## config.mk

```make
export PLATFORM = sky130hd
export DESIGN_NAME = nr_isqrt
export DESIGN_NICKNAME = d
export VERILOG_FILES = /design/src/rtl/nr_isqrt_pkg.sv /design/src/rtl/nr_isqrt_weight.sv /design/src/rtl/nr_isqrt_step.sv /design/src/rtl/nr_isqrt_fix.sv /design/src/rtl/nr_isqrt.sv
export SDC_FILE = /design/constraint.sdc
export NUM_CORES = 1
export LEC_CHECK = 0
export ABC_CLOCK_PERIOD_IN_PS = 7330
export BUFFER_PORTS_ARGS = -buffer_cell sky130_fd_sc_hd__buf_2
export CAP_MARGIN = 15
export CORE_MARGIN = 8
export CORE_UTILIZATION = 55
export DETAILED_ROUTE_END_ITERATION = 7
export PLACE_DENSITY = 0.76
export SETUP_SLACK_MARGIN = 0.4
export SLEW_MARGIN = 20
export SYNTH_ARGS = -nofsm -noshare
export SYNTH_HDL_FRONTEND = slang
export SYNTH_SLANG_ARGS = --single-unit
```

## constraint.sdc

```tcl
create_clock -name clk -period 7.33 [get_ports clk]
set_clock_uncertainty 0.05 [all_clocks]
set_input_delay 1.466 -clock clk [delete_from_list [all_inputs] [get_ports clk]]
set_output_delay 1.466 -clock clk [all_outputs]
set_load 0.03 [all_outputs]
```

## src/rtl/nr_isqrt_pkg.sv

```systemverilog
package nr_isqrt_pkg;

  // Action taken by one pass of the datapath
  typedef enum logic [1:0] {
    STEP_HOLD   = 2'd0,  // exact root found: difference frozen, root shifts
    STEP_GROW   = 2'd1,  // difference non-negative: raise the current root bit
    STEP_SHRINK = 2'd2   // difference negative: lower the current root bit
  } step_e;

endpackage

```

## src/rtl/nr_isqrt_weight.sv

```systemverilog
module nr_isqrt_weight #(
  parameter int N = 8
) (
  input  logic            clk,
  input  logic            rst,
  input  logic            init,
  output logic [2*N-1:0]  weight,
  output logic            active,
  output logic            raw_done
);

  localparam int RW = 2 * N;
  localparam logic [RW-1:0] W_INIT = RW'(1) << (RW - 2);

  // One pass per edge while the single weight bit is still in range
  assign active = |weight;

  always_ff @(posedge clk) begin
    if (rst) begin
      weight   <= '0;
      raw_done <= 1'b0;
    end else if (init) begin
      weight   <= W_INIT;
      raw_done <= 1'b0;
    end else if (active) begin
      weight   <= weight >> 2;
      raw_done <= weight[0];
    end
  end

  // the weight register never carries more than one set bit
  a_r3_weight_onehot: assert property (@(posedge clk) disable iff (rst)
    $onehot0(weight));

  // completion follows the pass in which the weight reached bit 0
  a_r3_done_after_lsb: assert property (@(posedge clk) disable iff (rst)
    $rose(raw_done) |-> $past(weight[0]));

  // init loads the start weight and clears completion
  a_r2_init_load: assert property (@(posedge clk) disable iff (rst)
    init |=> (weight == W_INIT) && !raw_done);

endmodule

```

## src/rtl/nr_isqrt_step.sv

```systemverilog
module nr_isqrt_step
  import nr_isqrt_pkg::*;
#(
  parameter int N = 8
) (
  input  logic [2*N:0]    diff,
  input  logic [2*N-1:0]  part,
  input  logic [2*N-1:0]  weight,
  input  logic            exact_q,
  output logic [2*N:0]    diff_nxt,
  output logic [2*N-1:0]  part_nxt,
  output logic            exact_now
);

  localparam int RW = 2 * N;
  localparam int DW = 2 * N + 1;

  step_e           kind;
  logic [DW-1:0]   addend;
  logic [DW-1:0]   carry;
  logic [DW-1:0]   sum;
  logic [RW-1:0]   half;

  always_comb begin
    exact_now = (diff == '0) || exact_q;
    if (exact_now)          kind = STEP_HOLD;
    else if (!diff[DW-1])   kind = STEP_GROW;
    else                    kind = STEP_SHRINK;
  end

  // Single shared adder: diff -/+ part - weight
  always_comb begin
    if (kind == STEP_GROW) begin
      addend = ~{1'b0, part};
      carry  = {{(DW-1){1'b0}}, 1'b1};
    end else begin
      addend = {1'b0, part};
      carry  = '0;
    end
    sum  = diff + addend + carry - {1'b0, weight};
    half = part >> 1;
  end

  always_comb begin
    unique case (kind)
      STEP_GROW: begin
        diff_nxt = sum;
        part_nxt = half + weight;
      end
      STEP_SHRINK: begin
        diff_nxt = sum;
        part_nxt = half - weight;
      end
      default: begin
        diff_nxt = diff;
        part_nxt = half;
      end
    endcase
  end

endmodule

```

## src/rtl/nr_isqrt_fix.sv

```systemverilog
module nr_isqrt_fix #(
  parameter int N = 8
) (
  input  logic          clk,
  input  logic          rst,
  input  logic          init,
  input  logic          raw_done,
  input  logic [N-1:0]  raw_root,
  input  logic          diff_neg,
  output logic [N-1:0]  root,
  output logic          root_valid
);

  always_ff @(posedge clk) begin
    if (rst || init) begin
      root       <= '0;
      root_valid <= 1'b0;
    end else if (raw_done && !root_valid) begin
      root       <= raw_root - {{(N-1){1'b0}}, diff_neg};
      root_valid <= 1'b1;
    end
  end

  // a finished result holds until init or reset
  a_r7_result_hold: assert property (@(posedge clk) disable iff (rst)
    (root_valid && !init) |=> root_valid && $stable(root));

  // the corrected result comes one edge after raw completion
  a_r6_valid_after_done: assert property (@(posedge clk) disable iff (rst)
    $rose(root_valid) |-> raw_done && $past(raw_done));

endmodule

```

## src/rtl/nr_isqrt.sv

```systemverilog
module nr_isqrt #(
  parameter int N = 8
) (
  input  logic            clk,
  input  logic            rst,
  input  logic            init,
  input  logic [2*N-1:0]  radicand,
  output logic [N-1:0]    raw_root,
  output logic            raw_done,
  output logic [N-1:0]    root,
  output logic            root_valid
);

  localparam int RW = 2 * N;
  localparam int DW = 2 * N + 1;

  if (N < 2) begin : g_bad_width
    $error("nr_isqrt: N must be at least 2");
  end

  logic [DW-1:0] diff;
  logic [DW-1:0] diff_nxt;
  logic [RW-1:0] part;
  logic [RW-1:0] part_nxt;
  logic [RW-1:0] weight;
  logic          active;
  logic          exact_q;
  logic          exact_now;

  nr_isqrt_weight #(.N(N)) u_weight (
    .clk      (clk),
    .rst      (rst),
    .init     (init),
    .weight   (weight),
    .active   (active),
    .raw_done (raw_done)
  );

  nr_isqrt_step #(.N(N)) u_step (
    .diff      (diff),
    .part      (part),
    .weight    (weight),
    .exact_q   (exact_q),
    .diff_nxt  (diff_nxt),
    .part_nxt  (part_nxt),
    .exact_now (exact_now)
  );

  always_ff @(posedge clk) begin
    if (rst) begin
      diff    <= '0;
      part    <= '0;
      exact_q <= 1'b0;
    end else if (init) begin
      diff    <= {1'b0, radicand};
      part    <= '0;
      exact_q <= 1'b0;
    end else if (active) begin
      diff    <= diff_nxt;
      part    <= part_nxt;
      exact_q <= exact_now;
    end
  end

  assign raw_root = part[N-1:0];

  nr_isqrt_fix #(.N(N)) u_fix (
    .clk        (clk),
    .rst        (rst),
    .init       (init),
    .raw_done   (raw_done),
    .raw_root   (raw_root),
    .diff_neg   (diff[DW-1]),
    .root       (root),
    .root_valid (root_valid)
  );

  // after an exact hit the partial root only shifts down
  a_r5_exact_shift: assert property (@(posedge clk) disable iff (rst)
    (active && !init && exact_now) |=> part == ($past(part) >> 1));

  // after an exact hit the difference is frozen
  a_r5_exact_freeze: assert property (@(posedge clk) disable iff (rst)
    (active && !init && exact_now) |=> diff == $past(diff));

  // a result reached without an exact hit is odd
  a_r4_raw_odd: assert property (@(posedge clk) disable iff (rst)
    ($rose(raw_done) && !exact_q) |-> part[0]);

  // init clears the partial root
  a_r2_init_clear: assert property (@(posedge clk) disable iff (rst)
    init |=> part == '0);

endmodule

```

### Word level (Yosys, flattened, before mapping)

Cells that the tools add are included.

| storage, ports and cells | value |
|---|---|
| flip-flop bits (word level) | 52 |
| latch bits | 0 |
| bits in read-only memories | 0 |
| memory bits (writable) | 0 |
| logic and storage cells | 40 |
| memories kept | 0 |
| output and inout bits | 18 |

| cells by class | value |
|---|---|
| muxes and demuxes | 10 |
| shifts and indexed selects | 0 |
| multipliers | 0 |
| reductions and logical operators | 12 |
| magnitude comparators | 0 |
| add/sub/neg operators | 6 |
| bitwise logic cells | 1 |
| div/mod/pow operators | 0 |
| equality and inequality tests | 2 |

Operators by type and width:

| cell | count |
|---|---|
| 16-bit 2-to-1 mux | 3 |
| 16-bit case mux with 2 select lines | 1 |
| 15-bit 2-to-1 mux | 2 |
| 17-bit by 1-bit adder with 17-bit output | 1 |
| 17-bit adder | 1 |
| 17-bit zero test | 1 |
| 17-bit 2-to-1 mux | 1 |
| 16-bit NOT with 17-bit output | 1 |
| 17-bit by 15-bit subtractor with 17-bit output | 1 |
| 15-bit by 15-bit adder with 16-bit output | 1 |
| 15-bit by 15-bit subtractor with 16-bit output | 1 |
| 8-bit OR reduction | 1 |
| 8-bit by 1-bit subtractor with 8-bit output | 1 |
| 2-bit 2-to-1 mux | 2 |
| 2-bit AND reduction | 2 |
| 2-bit nonzero test | 2 |
| 2-bit OR reduction | 2 |
| 2-bit by 1-bit == test with 1-bit output (second input constant) | 1 |
| 2-bit == test (second input constant) | 1 |
| 1-bit logical OR | 2 |
| 1-bit logical AND | 1 |
| 1-bit zero test | 1 |
| 1-bit 2-to-1 mux | 1 |

### Depth between registers and ports, before layout

Gate-level depths: netlist of run 1.

| depth | value |
|---|---|
| word-level depth | 11 |
| depth in mapped cells | 21 |
| gate-level depth less buffers | 19 |

### Cells and area by module

From an unflattened synthesis of run 1, not the netlist that was laid out.

| second synthesis, totals | value |
|---|---|
| cells, all modules | 646 |
| area total of the unflattened synthesis | 5233.8 um^2 |

By module, submodules not included:

| module | cells each | area each (um^2) | times used | sequential area each (um^2) |
|---|---|---|---|---|
| nr_isqrt_step | 426 | 2910.3 | 1 | 0.0 |
| nr_isqrt | 138 | 1522.7 | 1 | 680.7 |
| nr_isqrt_fix | 49 | 444.2 | 1 | 180.2 |
| nr_isqrt_weight | 33 | 356.6 | 1 | 180.2 |

### Least setup slack after synthesis of run 1

Ideal clock, no wire load.

| timing | value |
|---|---|
| path kind | register -> register |
| from | register diff[7] |
| to | register diff[12] |
| setup time | 0.086 ns |
| stages on the path, launching flop included | 20 |
| data required time | 7.194 ns |
| period minus slack after synthesis | 4.528 ns |
| buffers on the path | 2 |
| arrival | 4.391 ns |
| setup slack | 2.802 ns |
| cells stage by stage | dfxtp_1 > nor2_1 > and4_2 > and3_1 > or3_1 > buf_2 > buf_2 > ha_1 > and4b_2 > a211oi_2 > nand2_1 > fa_1 > a21o_1 > a21o_1 > a21oi_1 > o21ai_1 > a2111o_1 > and2_1 > or2_2 > a221oi_2 |

| on the way | value |
|---|---|
| longest elaborated chain between the ends | 11 |
| elaborated cells between the ends (all ways) | 16 |

Ends and longest elaborated chain:

| element | RTL line | RTL |
|---|---|---|
| start: declaration | nr_isqrt.sv:21 | `logic [DW-1:0] diff;` |
| start signal: assignment | nr_isqrt.sv:55 | `diff <= {1'b0, radicand};` |
| start signal: assignment | nr_isqrt.sv:59 | `diff <= diff_nxt;` |
| 17-bit zero test | nr_isqrt_step.sv:25 | `exact_now = (diff == '0) \|\| exact_q;` |
| 1-bit logical OR | nr_isqrt_step.sv:25 |  |
| 2-bit 2-to-1 mux | nr_isqrt_step.sv:26 | `if (exact_now) kind = STEP_HOLD;` |
| 2-bit by 1-bit == test with 1-bit output | nr_isqrt_step.sv:33, nr_isqrt_step.sv:45 |  |
| 17-bit 2-to-1 mux | nr_isqrt_step.sv:33 | `if (kind == STEP_GROW) begin` |
| 17-bit adder | nr_isqrt_step.sv:40 | `sum = diff + addend + carry - {1'b0, weight};` |
| 17-bit by 1-bit adder with 17-bit output | nr_isqrt_step.sv:40 |  |
| 17-bit by 15-bit subtractor with 17-bit output | nr_isqrt_step.sv:40 |  |
| 16-bit 2-to-1 mux | nr_isqrt_step.sv:45 | `unique case (kind)` |
| 16-bit 2-to-1 mux | nr_isqrt.sv:58 | `end else if (active) begin` |
| 16-bit 2-to-1 mux | nr_isqrt.sv:54 | `end else if (init) begin` |

Parallel ways exist; a longest one is shown, timed or not. The select of a mux whose other input is x is not followed.
A chain may end at the register's enable or synchronous reset.

### Worst setup path after layout of run 1

| timing | value |
|---|---|
| from | register diff[0] |
| to | register diff[12] |

The elaborated chain is that of the path after synthesis.

==> impl_metrics.yaml, run 1 <==
pwr:
  max-vdd-ir-drop_v: 0.000111
  internal-power_uw: 685
  power.combinational.fraction_pct: 59.2
  power_density_mw_per_mm2: 262
  switching_share_pct: 44.2
  seqPwrFrac_pct: 26.2
  power.leakage_uw: 0.00211
  clkPwrFrac_pct: 14.6
  net-switching-power_uw: 542
yosys:
  synth.net_count: 650
  synth_seq_area_share_pct: 23.5
  synthesis.area_per_instance_sq_um: 7.66
  synth_area_leaders: "sky130_fd_sc_hd__dfxtp_1 23%, sky130_fd_sc_hd__ha_1 12%, sky130_fd_sc_hd__nand2_1 6.3%, sky130_fd_sc_hd__xor2_1 5.9%, sky130_fd_sc_hd__a21oi_1 5.6%"
  synth_top_flop_cell: "sky130_fd_sc_hd__dfxtp_1"
  synth_edf_count: 0
  ys.warnings.count: 0
  total_of_flip_flops_plus_latches_after_synthesis: 52
  synthArstFlopShare_pct: 0
  mappedNetlistArea_sq_mm: 0.00443
  yosys.area.top_type_share_pct: 23.5
  yosys.area.top_type: "sky130_fd_sc_hd__dfxtp_1"
  synthesis.instances: 579
  ys_types: 57
critical_path:
  worst-path-max-fanout: 16
  crit_top_cell: "sky130_fd_sc_hd__a21o_1"
  timing.critical_path.cells: "nor4_2 -> and4_2 -> and3_1 -> or3_1 -> ha_1 -> and4b_2 -> a211oi_2 -> nand2_1 -> fa_1 -> a21o_1 -> a21o_1 -> a21oi_1 -> o21ai_1 -> a2111o_1 -> and2_1 -> or2_2 -> a221oi_2"
  startpoint_type: "register"
  cp_data_required_time_ns: 7.51
  endpoint_kind: "register"
  critPathSlowestCell: "sky130_fd_sc_hd__or3_1"
  critical_path_buf_inv_count: 0
  timing.setup.critical_path_class: "register to register"
  max_stage_delay_ns: 0.62
  worst_ep_arrival_time_ns: 5.34
  critPathTopFamily: "simple AND/OR/NAND/NOR gates"
timing:
  final.min_clock_period_ns: 5.16
  max_slew_margin_pct: 29.7
  worst_hold_slack_ns: 0.450
  rsz0062_at_grt: "false"
  timing.setup.tns_ns: 0
  final_max_slew_viol_count: 0
  fmaxAchievable_ghz: 0.194
  final_number_of_setup_violating_endpoints: 0
  timing_hold_violations_final: 0
  tightestPinTransition_ns: 1.05
  final.period_utilization_pct: 70.4
routing:
  drt_first_pass_iters: 5
  routedWlPerCell_microns: 15.6
  remaining_drc_errors: 0
  ant_nets: 0
  drt_iter0_drc: 176
  viasPerCell: 5.80
  drt-total-wl_microns: 10800
  vias: 4016
floorplan:
  starting_utilization_of_the_core_area_pct: 57.1
  die_y_microns: 106
  std_cell_rows: 32
  die_x_microns: 106
  die_area_sq_mm: 0.0112
  num_io_pins: 37
  design.core.area_sq_mm: 0.00777
placement:
  io_buffer_count: 36
  place_hpwl_microns: 8140
  place.gp.congestion: 0.927
global_route:
  first_global_vias: 3932
  groute.usage.overall_pct: 19.6
  wire_length_of_the_first_global_routing_pass_microns: 18500
  overflow: 0
  grt_antenna_before_repair: 0
  grt_max_degree: 28
cts:
  clock_tree.htree_level_count: 2
  cts-hold-fix-buffers: 0
  cts_buffer_count: 5
  cts_num_sinks: 52
  cts.root.buffer_cell: "sky130_fd_sc_hd__clkbuf_8"
  cts_repair_resize_count: 0
  clock_pin_slew_on_the_worst_setup_and_hold_paths_ns: 0.11
  post_cts_buffers: 0
  worst_skew_pair.late_latency_ns: 0.32
  clk_path_buf_depth: 2
  cts_tree: "done"
hold_path:
  hold_path.class: "register to register"
cells_and_area:
  num_antenna_cells: 0
  area.growth.synth_to_final_pct: 5.47
  layout-drive-gt1-share_pct: 11.8
  num-nets-final: 661
outcome:
  run_status: "complete, no violations"
job:
  timing.max_cap.violations: 0
stage by stage:
stage	cells	area, sq um	total power, uW	setup WS [ns]	utilization, %
floorplan	579	4430	911	2.80	-
global placement	685	4580	1020	2.46	59.0
detailed placement	685	4580	1040	2.31	59.0
CTS	693	4680	1220	2.22	60.2
global route	693	4680	1330	1.82	60.2
finish	693	4680	1230	2.17	60.2
state kept, by name (all words and copies together) (netlist names):
register           count
diff                  17
u_fix.root_valid       1
part                  16
u_fix.root             8
u_weight.raw_done      1
u_weight.weight        8
exact_q                1
final cells by class:
| class | count | area (sq um) |
|---|---|---|
| multi-input combinational | 438 | 3010 |
| sequential | 52 | 1040 |
| tap | 102 | 128 |
| fill | 707 | 3090 |
| inverter | 54 | 203 |
| clock inverter | 3 | 25.0 |
| timing repair buffer | 39 | 203 |
| clock buffer | 5 | 68.8 |
routing by layer:
layer | vias up | wire length, microns | GRT usage [%]
li1 | 1996 | - | -
met1 | 1927 | 4830 | 23.9
met2 | 83 | 5350 | 34.8
met3 | 10 | 502 | 2.98
met4 | 0 | 136 | 5.33
met5 | - | 0 | 0
power groups by stage:
stage	Sequential (uW)	Combinational (uW)	Clock (uW)
floorplan	320	591	0
finish	321	726	179
global route	324	809	195
global placement	326	693	0
detailed placement	327	710	0
CTS	320	719	183
tightest hold or removal path, cell delays in order (launching register included):
cell,delay (ns)
sky130_fd_sc_hd__dfxtp_1,0.34
sky130_fd_sc_hd__nor2_1,0.09
sky130_fd_sc_hd__nor2_1,0.04
cells in the final DEF, fill, tap and decap left out, drive strengths merged, types with 15 or more instances in the layout:
cell type and instances:
buf 39, dfxtp 52, nor2 50, o21ai 26
ha 43, nand2 76, xor2 30, nor3 15
a21oi 51, xnor2 18, inv 56
path summary, 6_finish.rpt:
path / endpoint / slack [ns] / startpoint / depth (start not counted)
setup / recovery: diff[12]$_SDFFE_PP0P_ / 2.17 / diff[0]$_SDFFE_PP0P_ / 17
hold / removal: u_fix.root_valid$_SDFFE_PP0P_ / 0.45 / u_fix.root_valid$_SDFFE_PP0P_ / 2
setup reg to reg: diff[12]$_SDFFE_PP0P_ / 2.17 / diff[0]$_SDFFE_PP0P_ / 17
hold reg to reg: u_fix.root_valid$_SDFFE_PP0P_ / 0.45 / u_fix.root_valid$_SDFFE_PP0P_ / 2
cell usage after synthesis, types with 7 or more instances:
| cell | instances |
|---|---|
| sky130_fd_sc_hd__or3_1 | 7 |
| sky130_fd_sc_hd__a21o_1 | 9 |
| sky130_fd_sc_hd__xnor2_1 | 18 |
| sky130_fd_sc_hd__dfxtp_1 | 52 |
| sky130_fd_sc_hd__nor3_1 | 15 |
| sky130_fd_sc_hd__nand3_1 | 11 |
| sky130_fd_sc_hd__a311oi_1 | 11 |
| sky130_fd_sc_hd__inv_1 | 54 |
| sky130_fd_sc_hd__a211oi_1 | 10 |
| sky130_fd_sc_hd__xor2_1 | 30 |
| sky130_fd_sc_hd__a21oi_1 | 50 |
| sky130_fd_sc_hd__ha_1 | 43 |
| sky130_fd_sc_hd__clkbuf_1 | 20 |
| sky130_fd_sc_hd__fa_1 | 9 |
| sky130_fd_sc_hd__o21ai_0 | 22 |
| sky130_fd_sc_hd__nand2_1 | 75 |
| sky130_fd_sc_hd__nor2_1 | 50 |
| sky130_fd_sc_hd__buf_4 | 9 |
kinds of logic (layout without fill, tap and decap cells):
logic type	after synthesis	count (layout)	share of synthesized area, %
DFF	52	52	23.5
xor gates and xnor gates	48	48	9.48
and+or+nand+nor	194	194	20.2
muxes	1	1	0.226
buffers and inverters	89	101	8.66
AOI/OAI and AO/OA	143	143	21.7
adders and majority gates	52	52	16.2
Power figures use the tool's default switching activity.
==> run 2: changes to the inputs <==
--- a/config.mk
+++ b/config.mk
@@ -5,7 +5,7 @@
 export SDC_FILE = /design/constraint.sdc
 export NUM_CORES = 1
 export LEC_CHECK = 0
-export ABC_CLOCK_PERIOD_IN_PS = 7330
+export ABC_CLOCK_PERIOD_IN_PS = 4820
 export BUFFER_PORTS_ARGS = -buffer_cell sky130_fd_sc_hd__buf_2
 export CAP_MARGIN = 15
 export CORE_MARGIN = 8
==> constraint.sdc (replaced) <==
create_clock -name clk -period 4.82 [get_ports clk]
set_clock_uncertainty 0.05 [all_clocks]
set_input_delay 0.964 -clock clk [delete_from_list [all_inputs] [get_ports clk]]
set_output_delay 0.964 -clock clk [all_outputs]
set_load 0.03 [all_outputs]
==> run 2 against run 1 <==
Compared with the run above:
- combinational power is 65% higher
- first-iteration DRC count is 14% lower
- sequential cell count is the same
==> impl_metrics.yaml, run 2 (synthesized netlist as in run 1, its figures left out) <==
floorplan:
  die_x_microns: 106
  num_io_pins: 37
  design.core.area_sq_mm: 0.00777
  die_y_microns: 106
  starting_utilization_of_the_core_area_pct: 57.1
  die_area_sq_mm: 0.0112
  std_cell_rows: 32
critical_path:
  critPathTopFamily: "compound AO/OA/AOI/OAI gates"
  r2r_start: "diff[1]$_SDFFE_PP0P_"
  endpoint_kind: "register"
  critical_path_buf_inv_count: 0
  r2r_setup_slack_ns: 0.51
  crit_top_cell: "sky130_fd_sc_hd__a21o_1"
  startpoint_type: "register"
  critPathSlowestCell: "sky130_fd_sc_hd__a2111o_1"
  timing.setup.critical_path_class: "register to register"
  worst_ep_arrival_time_ns: 4.50
  cp_data_required_time_ns: 5.01
  max_stage_delay_ns: 0.45
  worst-path-max-fanout: 4
  start_point_of_the_critical_path: "diff[1]$_SDFFE_PP0P_"
  timing.critical_path.cells: "nor4_4 -> and4_4 -> and3_4 -> or3_4 -> ha_4 -> and4b_2 -> a211oi_4 -> nand2_2 -> fa_2 -> a21o_1 -> a21o_1 -> a21oi_2 -> o21ai_2 -> a2111o_1 -> and2_4 -> or2_4 -> a221oi_2"
cts:
  cts.root.buffer_cell: "sky130_fd_sc_hd__clkbuf_8"
  cts_buffer_count: 5
  worst_skew_pair.late_latency_ns: 0.32
  clock_pin_slew_on_the_worst_setup_and_hold_paths_ns: 0.12
  clk_path_buf_depth: 2
  cts_tree: "done"
  clock_tree.htree_level_count: 2
  cts_num_sinks: 52
timing:
  timing_hold_violations_final: 0
  timing.setup.tns_ns: 0
  tightestPinTransition_ns: 0.980
  rsz0062_at_grt: "true"
  fmaxAchievable_ghz: 0.232
  max_slew_margin_pct: 34.5
  final.min_clock_period_ns: 4.31
  final.period_utilization_pct: 89.5
  final_number_of_setup_violating_endpoints: 0
  final_max_slew_viol_count: 0
  post-route-worst-setup-slack_ns: 0.508
global_route:
  grt_max_degree: 28
  wire_length_of_the_first_global_routing_pass_microns: 19100
  overflow: 0
  groute.usage.overall_pct: 20.4
  grt_antenna_before_repair: 0
  first_global_vias: 4055
routing:
  viasPerCell: 5.79
  ant_nets: 0
  drt_iter0_drc: 152
  vias: 4068
  remaining_drc_errors: 0
  drt-total-wl_microns: 11100
  drt_first_pass_iters: 4
  routedWlPerCell_microns: 15.8
cells_and_area:
  num_antenna_cells: 0
  commonest_non_fill_non_tap_cell_in_the_layout: "sky130_fd_sc_hd__nand2_1"
  n_fill_cell: 681
  layout-drive-gt1-share_pct: 16.5
  largest-register: "diff"
  num-nets-final: 671
  area.growth.synth_to_final_pct: 9.20
  largest_register_ff_count: 17
  final_cell_mix: "74 x sky130_fd_sc_hd__nand2_1, 54 x sky130_fd_sc_hd__inv_1, 50 x sky130_fd_sc_hd__nor2_1"
  reg.largest.list: "diff: 17 flops, part: 16 flops"
placement:
  place.gp.congestion: 0.956
  dpl_worst_slack_ns: 0.253
  place_hpwl_microns: 8350
  io_buffer_count: 36
job:
  timing.max_cap.violations: 0
outcome:
  run_status: "complete, no violations"
pwr:
  power_density_mw_per_mm2: 407
  power.leakage_uw: 0.00217
  max-vdd-ir-drop_v: 0.000258
hold_path:
  worst_hold_startpoint: "u_weight.raw_done$_SDFFE_PP0N_"
  hold_path.class: "register to register"
run 2: changes by cell type in the layout (fill, tap and decap cells not counted), sizes merged:
cell / previous run / this run
buf: 39 / 49
clkinv: 0 / 1
inv: 56 / 55
run 2: area by class of cell:
cell class              count  area [sq um]  area share, %
clock buffers               5          68.8           1.42
repair buffers             49           282           5.81
inverters                  54           203           4.19
flip-flops and latches     52          1050           21.8
clock inverters             3          27.5          0.568
well taps                 102           128           2.64
multi-input cells         438          3080           63.6
run 2: worst min-delay path: cells and delay by family, from the launching register on:
kind / cells / cell delay (ns)
compound gates: 1 / 0.05
flops: 1 / 0.35
simple gates: 1 / 0.06
run 2: power by group:
group | leakage [uW] | internal [uW] | switching, uW
registers | 0.000427 | 459 | 30.3
clock network | 0.0000463 | 107 | 177
logic | 0.00170 | 535 | 662
total | 0.00217 | 1100 | 869
run 2: layer usage:
layer | routed length (microns) | global-route usage [%]
met5 | 0 | 0
met4 | 279 | 7.34
met3 | 573 | 3.47
met2 | 5480 | 36.1
met1 | 4810 | 24.0
run 2: path summary, 6_finish.rpt:
path,cells past startpoint,endpoint
setup reg to reg,17,diff[12]$_SDFFE_PP0P_
hold reg to reg,2,u_weight.raw_done$_SDFFE_PP0N_
setup / recovery,17,diff[12]$_SDFFE_PP0P_
hold / removal,2,u_weight.raw_done$_SDFFE_PP0N_
run 2: what timing repair did:
| action | in CTS | in global routing |
|---|---|---|
| hold endpoints to repair | 0 | 0 |
| hold buffers | 0 | 0 |
| pin swaps | 0 | 17 |
| endpoints found under the setup margin | 4 | 8 |
| resized for setup | 5 | 20 |
| gates cloned | 0 | 0 |
| setup buffers | 0 | 8 |
run 2: stage by stage:
step / cell area [sq um] / util, % / std cells / power, uW / hold WS [ns]
after floorplan: 4440 / - / 579 / 1390 / 0.408
after CTS: 4720 / 60.7 / 695 / 1890 / 0.447
after global routing: 4840 / 62.3 / 703 / 2140 / 0.464
final: 4840 / 62.3 / 703 / 1970 / 0.446
after detailed placement: 4600 / 59.2 / 687 / 1590 / 0.431
after global placement: 4600 / 59.2 / 687 / 1580 / 0.422
